[src/rtl/rtm_pkg.sv]
package rtm_pkg;
  typedef enum logic {
    SRC_PRESCALE = 1'b0,
    SRC_EXTERNAL = 1'b1
  } src_e;
endpackage

[src/rtl/rtm_prescaler.sv]
module rtm_prescaler #(
  parameter int LO_LOG2 = 2,
  parameter int HI_LOG2 = 3
) (
  input  logic clk_i,
  input  logic rst_ni,
  input  logic en_i,
  input  logic sel_i,
  output logic tick_o
);
  localparam int PW = HI_LOG2;
  localparam logic [PW-1:0] MASK_LO = PW'((1 << LO_LOG2) - 1);
  localparam logic [PW-1:0] MASK_HI = PW'((1 << HI_LOG2) - 1);

  logic [PW-1:0] cnt_q;
  logic [PW-1:0] mask;

  assign mask   = sel_i ? MASK_HI : MASK_LO;
  assign tick_o = en_i && ((cnt_q & mask) == mask);

  // phase restarts whenever the prescaler is disabled
  always_ff @(posedge clk_i or negedge rst_ni) begin
    if (!rst_ni)    cnt_q <= '0;
    else if (!en_i) cnt_q <= '0;
    else            cnt_q <= cnt_q + 1'b1;
  end
endmodule

[src/rtl/rtm_src.sv]
module rtm_src #(
  parameter int SYNC_STAGES = 2
) (
  input  logic         clk_i,
  input  logic         rst_ni,
  input  rtm_pkg::src_e src_i,
  input  logic         pre_tick_i,
  input  logic         ext_i,
  output logic         tick_o
);
  logic [SYNC_STAGES:0] sh_q;
  logic                 ext_rise;

  always_ff @(posedge clk_i or negedge rst_ni) begin
    if (!rst_ni) sh_q <= '0;
    else         sh_q <= {sh_q[SYNC_STAGES-1:0], ext_i};
  end

  assign ext_rise = sh_q[SYNC_STAGES-1] & ~sh_q[SYNC_STAGES];
  assign tick_o   = (src_i == rtm_pkg::SRC_EXTERNAL) ? ext_rise : pre_tick_i;
endmodule

[src/rtl/rtm_start_ctl.sv]
module rtm_start_ctl (
  input  logic clk_i,
  input  logic rst_ni,
  input  logic start_i,
  input  logic sync_en_i,
  input  logic tick_i,
  output logic dec_o
);
  logic start_q;
  logic skip_q;
  logic rise;
  logic skip_eff;

  assign rise     = start_i & ~start_q;
  assign skip_eff = rise ? sync_en_i : skip_q;
  assign dec_o    = start_i & tick_i & ~skip_eff;

  always_ff @(posedge clk_i or negedge rst_ni) begin
    if (!rst_ni) begin
      start_q <= 1'b0;
      skip_q  <= 1'b0;
    end else begin
      start_q <= start_i;
      skip_q  <= start_i & skip_eff & ~tick_i;
    end
  end
endmodule

[src/rtl/rtm_core.sv]
module rtm_core #(
  parameter int W = 8
) (
  input  logic         clk_i,
  input  logic         rst_ni,
  input  logic         wr_both_i,
  input  logic         wr_rld_i,
  input  logic [W-1:0] wr_data_i,
  input  logic         dec_i,
  input  logic         irq_ack_i,
  output logic [W-1:0] cnt_o,
  output logic [W-1:0] rld_o,
  output logic         irq_o,
  output logic         tog_o
);
  logic uflow;

  assign uflow = dec_i & ~wr_both_i & (cnt_o == '0);

  always_ff @(posedge clk_i or negedge rst_ni) begin
    if (!rst_ni)        cnt_o <= '0;
    else if (wr_both_i) cnt_o <= wr_data_i;
    else if (uflow)     cnt_o <= rld_o;
    else if (dec_i)     cnt_o <= cnt_o - 1'b1;
  end

  always_ff @(posedge clk_i or negedge rst_ni) begin
    if (!rst_ni)                    rld_o <= '0;
    else if (wr_both_i || wr_rld_i) rld_o <= wr_data_i;
  end

  always_ff @(posedge clk_i or negedge rst_ni) begin
    if (!rst_ni) begin
      irq_o <= 1'b0;
      tog_o <= 1'b0;
    end else begin
      if (uflow)          irq_o <= 1'b1;
      else if (irq_ack_i) irq_o <= 1'b0;
      if (uflow)          tog_o <= ~tog_o;
    end
  end
endmodule

[src/rtl/reload_timer.sv]
module reload_timer #(
  parameter int W           = 8,
  parameter int PRE_LO_LOG2 = 2,
  parameter int PRE_HI_LOG2 = 3,
  parameter int SYNC_STAGES = 2
) (
  input  logic         clk_i,
  input  logic         rst_ni,
  input  logic         pre_en_i,
  input  logic         pre_sel_i,
  input  logic         src_sel_i,
  input  logic         ext_cnt_i,
  input  logic         tmr_start_i,
  input  logic         sync_en_i,
  input  logic         wr_both_i,
  input  logic         wr_rld_i,
  input  logic [W-1:0] wr_data_i,
  input  logic         irq_ack_i,
  output logic [W-1:0] cnt_o,
  output logic [W-1:0] rld_o,
  output logic         irq_o,
  output logic         tog_o
);
  logic          pre_tick;
  logic          tick;
  logic          dec;
  rtm_pkg::src_e src;

  assign src = rtm_pkg::src_e'(src_sel_i);

  rtm_prescaler #(.LO_LOG2(PRE_LO_LOG2), .HI_LOG2(PRE_HI_LOG2)) u_pre (
    .clk_i (clk_i),
    .rst_ni(rst_ni),
    .en_i  (pre_en_i),
    .sel_i (pre_sel_i),
    .tick_o(pre_tick)
  );

  rtm_src #(.SYNC_STAGES(SYNC_STAGES)) u_src (
    .clk_i     (clk_i),
    .rst_ni    (rst_ni),
    .src_i     (src),
    .pre_tick_i(pre_tick),
    .ext_i     (ext_cnt_i),
    .tick_o    (tick)
  );

  rtm_start_ctl u_start (
    .clk_i    (clk_i),
    .rst_ni   (rst_ni),
    .start_i  (tmr_start_i),
    .sync_en_i(sync_en_i),
    .tick_i   (tick),
    .dec_o    (dec)
  );

  rtm_core #(.W(W)) u_core (
    .clk_i    (clk_i),
    .rst_ni   (rst_ni),
    .wr_both_i(wr_both_i),
    .wr_rld_i (wr_rld_i),
    .wr_data_i(wr_data_i),
    .dec_i    (dec),
    .irq_ack_i(irq_ack_i),
    .cnt_o    (cnt_o),
    .rld_o    (rld_o),
    .irq_o    (irq_o),
    .tog_o    (tog_o)
  );
endmodule

[config.mk]
export PLATFORM = sky130hd
export DESIGN_NAME = reload_timer
export DESIGN_NICKNAME = d
export VERILOG_FILES = /design/src/rtl/rtm_pkg.sv /design/src/rtl/rtm_prescaler.sv /design/src/rtl/rtm_src.sv /design/src/rtl/rtm_start_ctl.sv /design/src/rtl/rtm_core.sv /design/src/rtl/reload_timer.sv
export SDC_FILE = /design/constraint.sdc
export NUM_CORES = 1
export LEC_CHECK = 0
export ABC_AREA = 1
export BUFFER_PORTS_ARGS = -buffer_cell sky130_fd_sc_hd__buf_2
export CAP_MARGIN = 20
export CORE_MARGIN = 1.5
export CORE_UTILIZATION = 50
export DETAILED_ROUTE_END_ITERATION = 10
export PLACE_DENSITY = 0.8
export SLEW_MARGIN = 20
export SYNTH_ARGS = -nofsm -noshare
export SYNTH_HDL_FRONTEND = slang
export SYNTH_SLANG_ARGS = --single-unit
[constraint.sdc]
create_clock -name clk_i -period 1.75 [get_ports clk_i]
set_clock_uncertainty 0.05 [all_clocks]
set_input_delay 0.175 -clock clk_i [delete_from_list [all_inputs] [get_ports clk_i]]
set_output_delay 0.175 -clock clk_i [all_outputs]
set_load 0.01 [all_outputs]
[Yosys cells after proc, flatten, opt, wreduce, memory -nomap -nowiden]
Cells that the tools add are included.
Cells by class
  multipliers: 0
  equality and inequality tests: 1
  multiplexer cells: 9
  $add $sub $neg: 2
  reductions and logical operators: 5
  order comparisons: 0
  bitwise logic cells: 15
  div/mod/pow operators: 0
  shift operators: 0
Operators with widths (count)
  two-way mux 8 bit: 3
  AND 1 bit: 8
  logical NOT 8 bit: 1
  subtractor 8 x 1 -> 8 bit, second input constant: 1
  two-way mux 3 bit: 2
  NOT 1 bit: 6
  two-way mux 1 bit: 4
  adder 3 x 1 -> 3 bit, second input constant: 1
  AND 3 bit: 1
  == test 3 bit: 1
  nonzero test 3 bit: 1
  nonzero test 2 bit: 1
  logical AND 1 bit: 1
  logical OR 1 bit: 1
Storage, ports and cells
  output and inout bits: 18
  word-level logic and storage cells: 40
  RAM bits: 0
  bits in registers: 26
  memories kept: 0
  latch bits: 0
  bits in read-only memories: 0

[Depth between registers and ports, before layout]
  depth after elaboration: 11
  mapped depth: 10

[By module]
A second synthesis with hierarchy kept.
Unflattened totals
  cell total of the unflattened synthesis: 164
  area, all modules: 1353.8 µm²
By module, submodules not included
  rtm_core: times used 1, cells an instance 124, area each 1011.0 µm²
  rtm_prescaler: times used 1, cells an instance 15, area each 133.9 µm²
  rtm_start_ctl: times used 1, cells an instance 17, area each 113.9 µm²
  rtm_src: times used 1, cells an instance 8, area each 95.1 µm²

[Worst setup path after synthesis]
No wires, ideal clock.
  kind: register -> register
  start point: register u_core.cnt_o[0]
  end point: register u_core.cnt_o[2]
  path slack: 203 ps
  arrival time: 1375 ps
  clock period less this slack: 1547 ps
  cell stages (with the launch flop): 11
  setup time: 122 ps
  cells stage by stage: dfrtp_1 -> inv_1 -> ha_1 -> nand2_2 -> nor2_4 -> nand2_2 -> buf_6 -> o21ai_2 -> inv_1 -> nand2_2 -> nand3_2
On the way
  cells in the longest elaborated chain, start to end: 4
RTL lines
  start: declaration: line rtm_core.sv:11  | output logic [W-1:0] cnt_o,
  start signal: assignment: line rtm_core.sv:22  | else if (wr_both_i) cnt_o <= wr_data_i;
  start signal: assignment: line rtm_core.sv:23  | else if (uflow) cnt_o <= rld_o;
  start signal: assignment: line rtm_core.sv:24  | else if (dec_i) cnt_o <= cnt_o - 1'b1;
  subtractor 8 x 1 -> 8 bit / logical NOT 8 bit (equally long branches): line rtm_core.sv:24, rtm_core.sv:18
  two-way mux 8 bit / AND 1 bit (equally long branches): line rtm_core.sv:24, rtm_core.sv:18
  two-way mux 8 bit: line rtm_core.sv:23
  two-way mux 8 bit: line rtm_core.sv:22
Several ways; a longest one is shown, not always the timed one. The select of a mux whose other input is x is not followed.
A chain may end at the register's enable or synchronous reset.

[Worst setup path after layout]
Same ends and word-level chain as after synthesis.

==> impl_metrics.ini <==
[detailed_routing]
drt_first_pass_iters = 4
route.detailed.drc = 0
vias_per_cell = 4.97
drt-initial-drc-count = 35
antenna_violating_nets_post_route = 0
wirelength_um = 2820
via_count = 1253
routedWlPerCell_um = 11.2

[finish]
areaGrowthSynthToFinish_pct = 21.2
final_net_count = 244
n_antenna_cell = 0
post_route_cells_drive_above_1_share = 0.276
final_core_utilization = 0.633

[grt]
antenna_violations_before_repair = 0
use_met2 = 0.314
globalRoute.totalOverflow = 0
groute.layer.met1.usage = 0.253
grt_pass1_vias = 1114
globalRoute.busiestLayer = met2
grt_usage = 0.188
grt_pass1_wl_um = 4730
maximum_number_of_pins_on_one_net_before_global_route_repair = 27
grtUsageMet3 = 0.0230

[timing]
grt_setup_unrepaired = false
setup_viol = 0
max_clock_freq_mhz = 641
hold_violations = 0
worst_pin_slew_ns = 0.566
maxSlewHeadroom = 0.623
finalMaxSlewViolations = 0
finalWorstPathRequiredPeriod_ns = 1.56
worst_hold_slack_ns = 0.0135
final.period_utilization = 0.892
final.setup.tns_ns = 0

[place]
io_buffers = 36
detailedPlacementHpwl_um = 2150
weighted_congestion_reported_at_the_end_of_routability_driven_placement = 0.934

[yosys]
largest_cells_by_area_after_synthesis = dfrtp_1, nand2_1, nand3_1
synth.yosys.warnings = 0
synth_cell_types = 25
synth_fp_nets = 200
synthesis_stage_register_bit_count = 26
mappedNetlistArea_um2 = 1430
syn_inst = 178
synth.top_cell.area_share = 0.455
synth_sequential_area_ratio = 0.455
synth_largest_area_cell = dfrtp_1
synthesis.area_per_instance_um2 = 8.03

[floorplan]
rows = 19
coreArea_um2 = 2730
initial_utilization = 0.523
die-height_um = 56.5
num_io_pins = 37
die_w_um = 56.5
die_area_um2 = 3190

[worst_hold_path]
hold_path.class = primary input to register

[power_and_ir_drop]
irDropWorstVdd_mv = 0.576
power.leakage_nw = 0.966
power_density_nw_per_um2 = 809

[clocking]
clock_latency_ns = 0.32
tritoncts = yes
clock_tree.root_cell = clkbuf_4
cts_num_sinks = 26
clkSlewWorstSetupHoldPaths_ns = 0.14
clock_tree.buffer_depth = 2
cts_inserted_buffers = 3
h-tree-depth = 1

[setup_path]
worstSetupPathType = register to register
max_fanout_on_critical_path = 6
critPathRequiredTime_ns = 1.91
worstSetupStartpointType = register
timing.critical_path.to_type = register
worstPathArrival_ns = 1.72

[status]
outcome = finished clean

[job]
drv.max_cap_violation_count = 0
cell type report:
| cell class | count | area (um^2) |
|---|---|---|
| Multi-Input combinational cell | 124 | 661 |
| Tap cell | 31 | 38.8 |
| Clock inverter | 1 | 30.0 |
| Clock buffer | 3 | 22.5 |
| Fill cell | 240 | 1000 |
| Timing Repair Buffer | 42 | 235 |
| Inverter | 25 | 93.8 |
| Sequential cell | 26 | 651 |
routing by layer:
layer | vias up | share of wire
li1 | 649 | -
met1 | 572 | 0.46
met2 | 28 | 0.49
met3 | 4 | 0.039
met4 | 0 | 0.0099
met5 | - | 0
flip-flops by register name (all words and copies together) (netlist names):
register	count
u_start.skip_q	1
u_pre.cnt_q	3
u_core.tog_o	1
u_core.rld_o	8
u_core.cnt_o	8
u_core.irq_o	1
u_start.start_q	1
u_src.sh_q	3
final timing paths:
kind                                  from              end  slack, ns  depth (start not counted)
min                               pre_en_i   u_pre.cnt_q[1]       0.01                          3
min reg2reg                  u_src.sh_q[0]    u_src.sh_q[1]       0.32                          0
max                        u_core.cnt_o[0]  u_core.cnt_o[2]       0.19                          9
max reg2reg                u_core.cnt_o[0]  u_core.cnt_o[2]       0.19                          9
max in group asynchronous           rst_ni  u_core.rld_o[6]       0.96                          2
min in group asynchronous           rst_ni  u_core.cnt_o[7]       0.31                          2
stage by stage:
step | total power, W | area (um^2) | setup WS (ns) | std cells
detailed placement | 0.00100 | 1640 | 0.255 | 244
global placement | 0.00100 | 1640 | 0.304 | 244
finish | 0.00140 | 1730 | 0.189 | 252
floorplan | 0.000893 | 1430 | 0.203 | 178
global route | 0.00148 | 1730 | 0.0809 | 252
CTS | 0.00141 | 1730 | 0.183 | 252
kinds of logic (layout without fill, tap and decap cells):
group	count (synthesis)	after routing	synth area share
AOI/OAI and AO/OA	10	10	0.0377
xor gates and xnor gates	1	1	0.00613
adders and majority gates	3	3	0.0263
buffers and inverters	28	71	0.0823
DFF	26	26	0.455
muxes	5	5	0.0394
and+or+nand+nor	105	105	0.353
cell usage after synthesis:
| cell | count |
|---|---|
| ha_1 | 3 |
| o21ai_1 | 1 |
| o21ai_2 | 1 |
| inv_1 | 22 |
| nor2_4 | 3 |
| o21ai_0 | 4 |
| buf_6 | 1 |
| nand4_1 | 3 |
| nor2_1 | 16 |
| nor2_8 | 1 |
| xnor2_1 | 1 |
| nand2_4 | 1 |
| clkinv_1 | 1 |
| a21oi_1 | 4 |
| nor2_2 | 1 |
| nand3_2 | 1 |
| dfrtp_1 | 26 |
| buf_2 | 1 |
| nand3b_1 | 1 |
| buf_4 | 1 |
| nand2_2 | 4 |
| nand2_1 | 47 |
| nand3_1 | 27 |
| mux2_2 | 5 |
| inv_2 | 2 |
where the power goes:
group / switching (W) / internal (W)
clock: 0.000170 / 0.000232
sequential: 0.0000434 / 0.000647
combinational: 0.000181 / 0.000128
cell usage in the layout (no fill, tap or decap), drive strengths merged:
cell,n
bufinv,1
nand2,52
buf,38
xnor2,1
nand4,3
dfrtp,26
clkbuf,3
nor2,21
ha,3
nand3,28
clkinv,1
dlygate4sd3,4
inv,24
o21ai,6
nand3b,1
a21oi,4
mux2,5
critical path: stages (launching register included):
cell and delay [ns]:
dfrtp_1 0.39, inv_1 0.06, buf_4 0.15, ha_1 0.27, xnor2_1 0.21, nand2_1 0.08
o21ai_2 0.06, inv_1 0.06, nand2_2 0.05, nand3_2 0.05
repair_timing:
action,CTS,global route
resized for setup,0,0
hold endpoints to repair,29,0
hold buffers,4,0
buffers inserted,0,0
setup endpoints to repair,0,0
(Power assumes the default switching activity.)
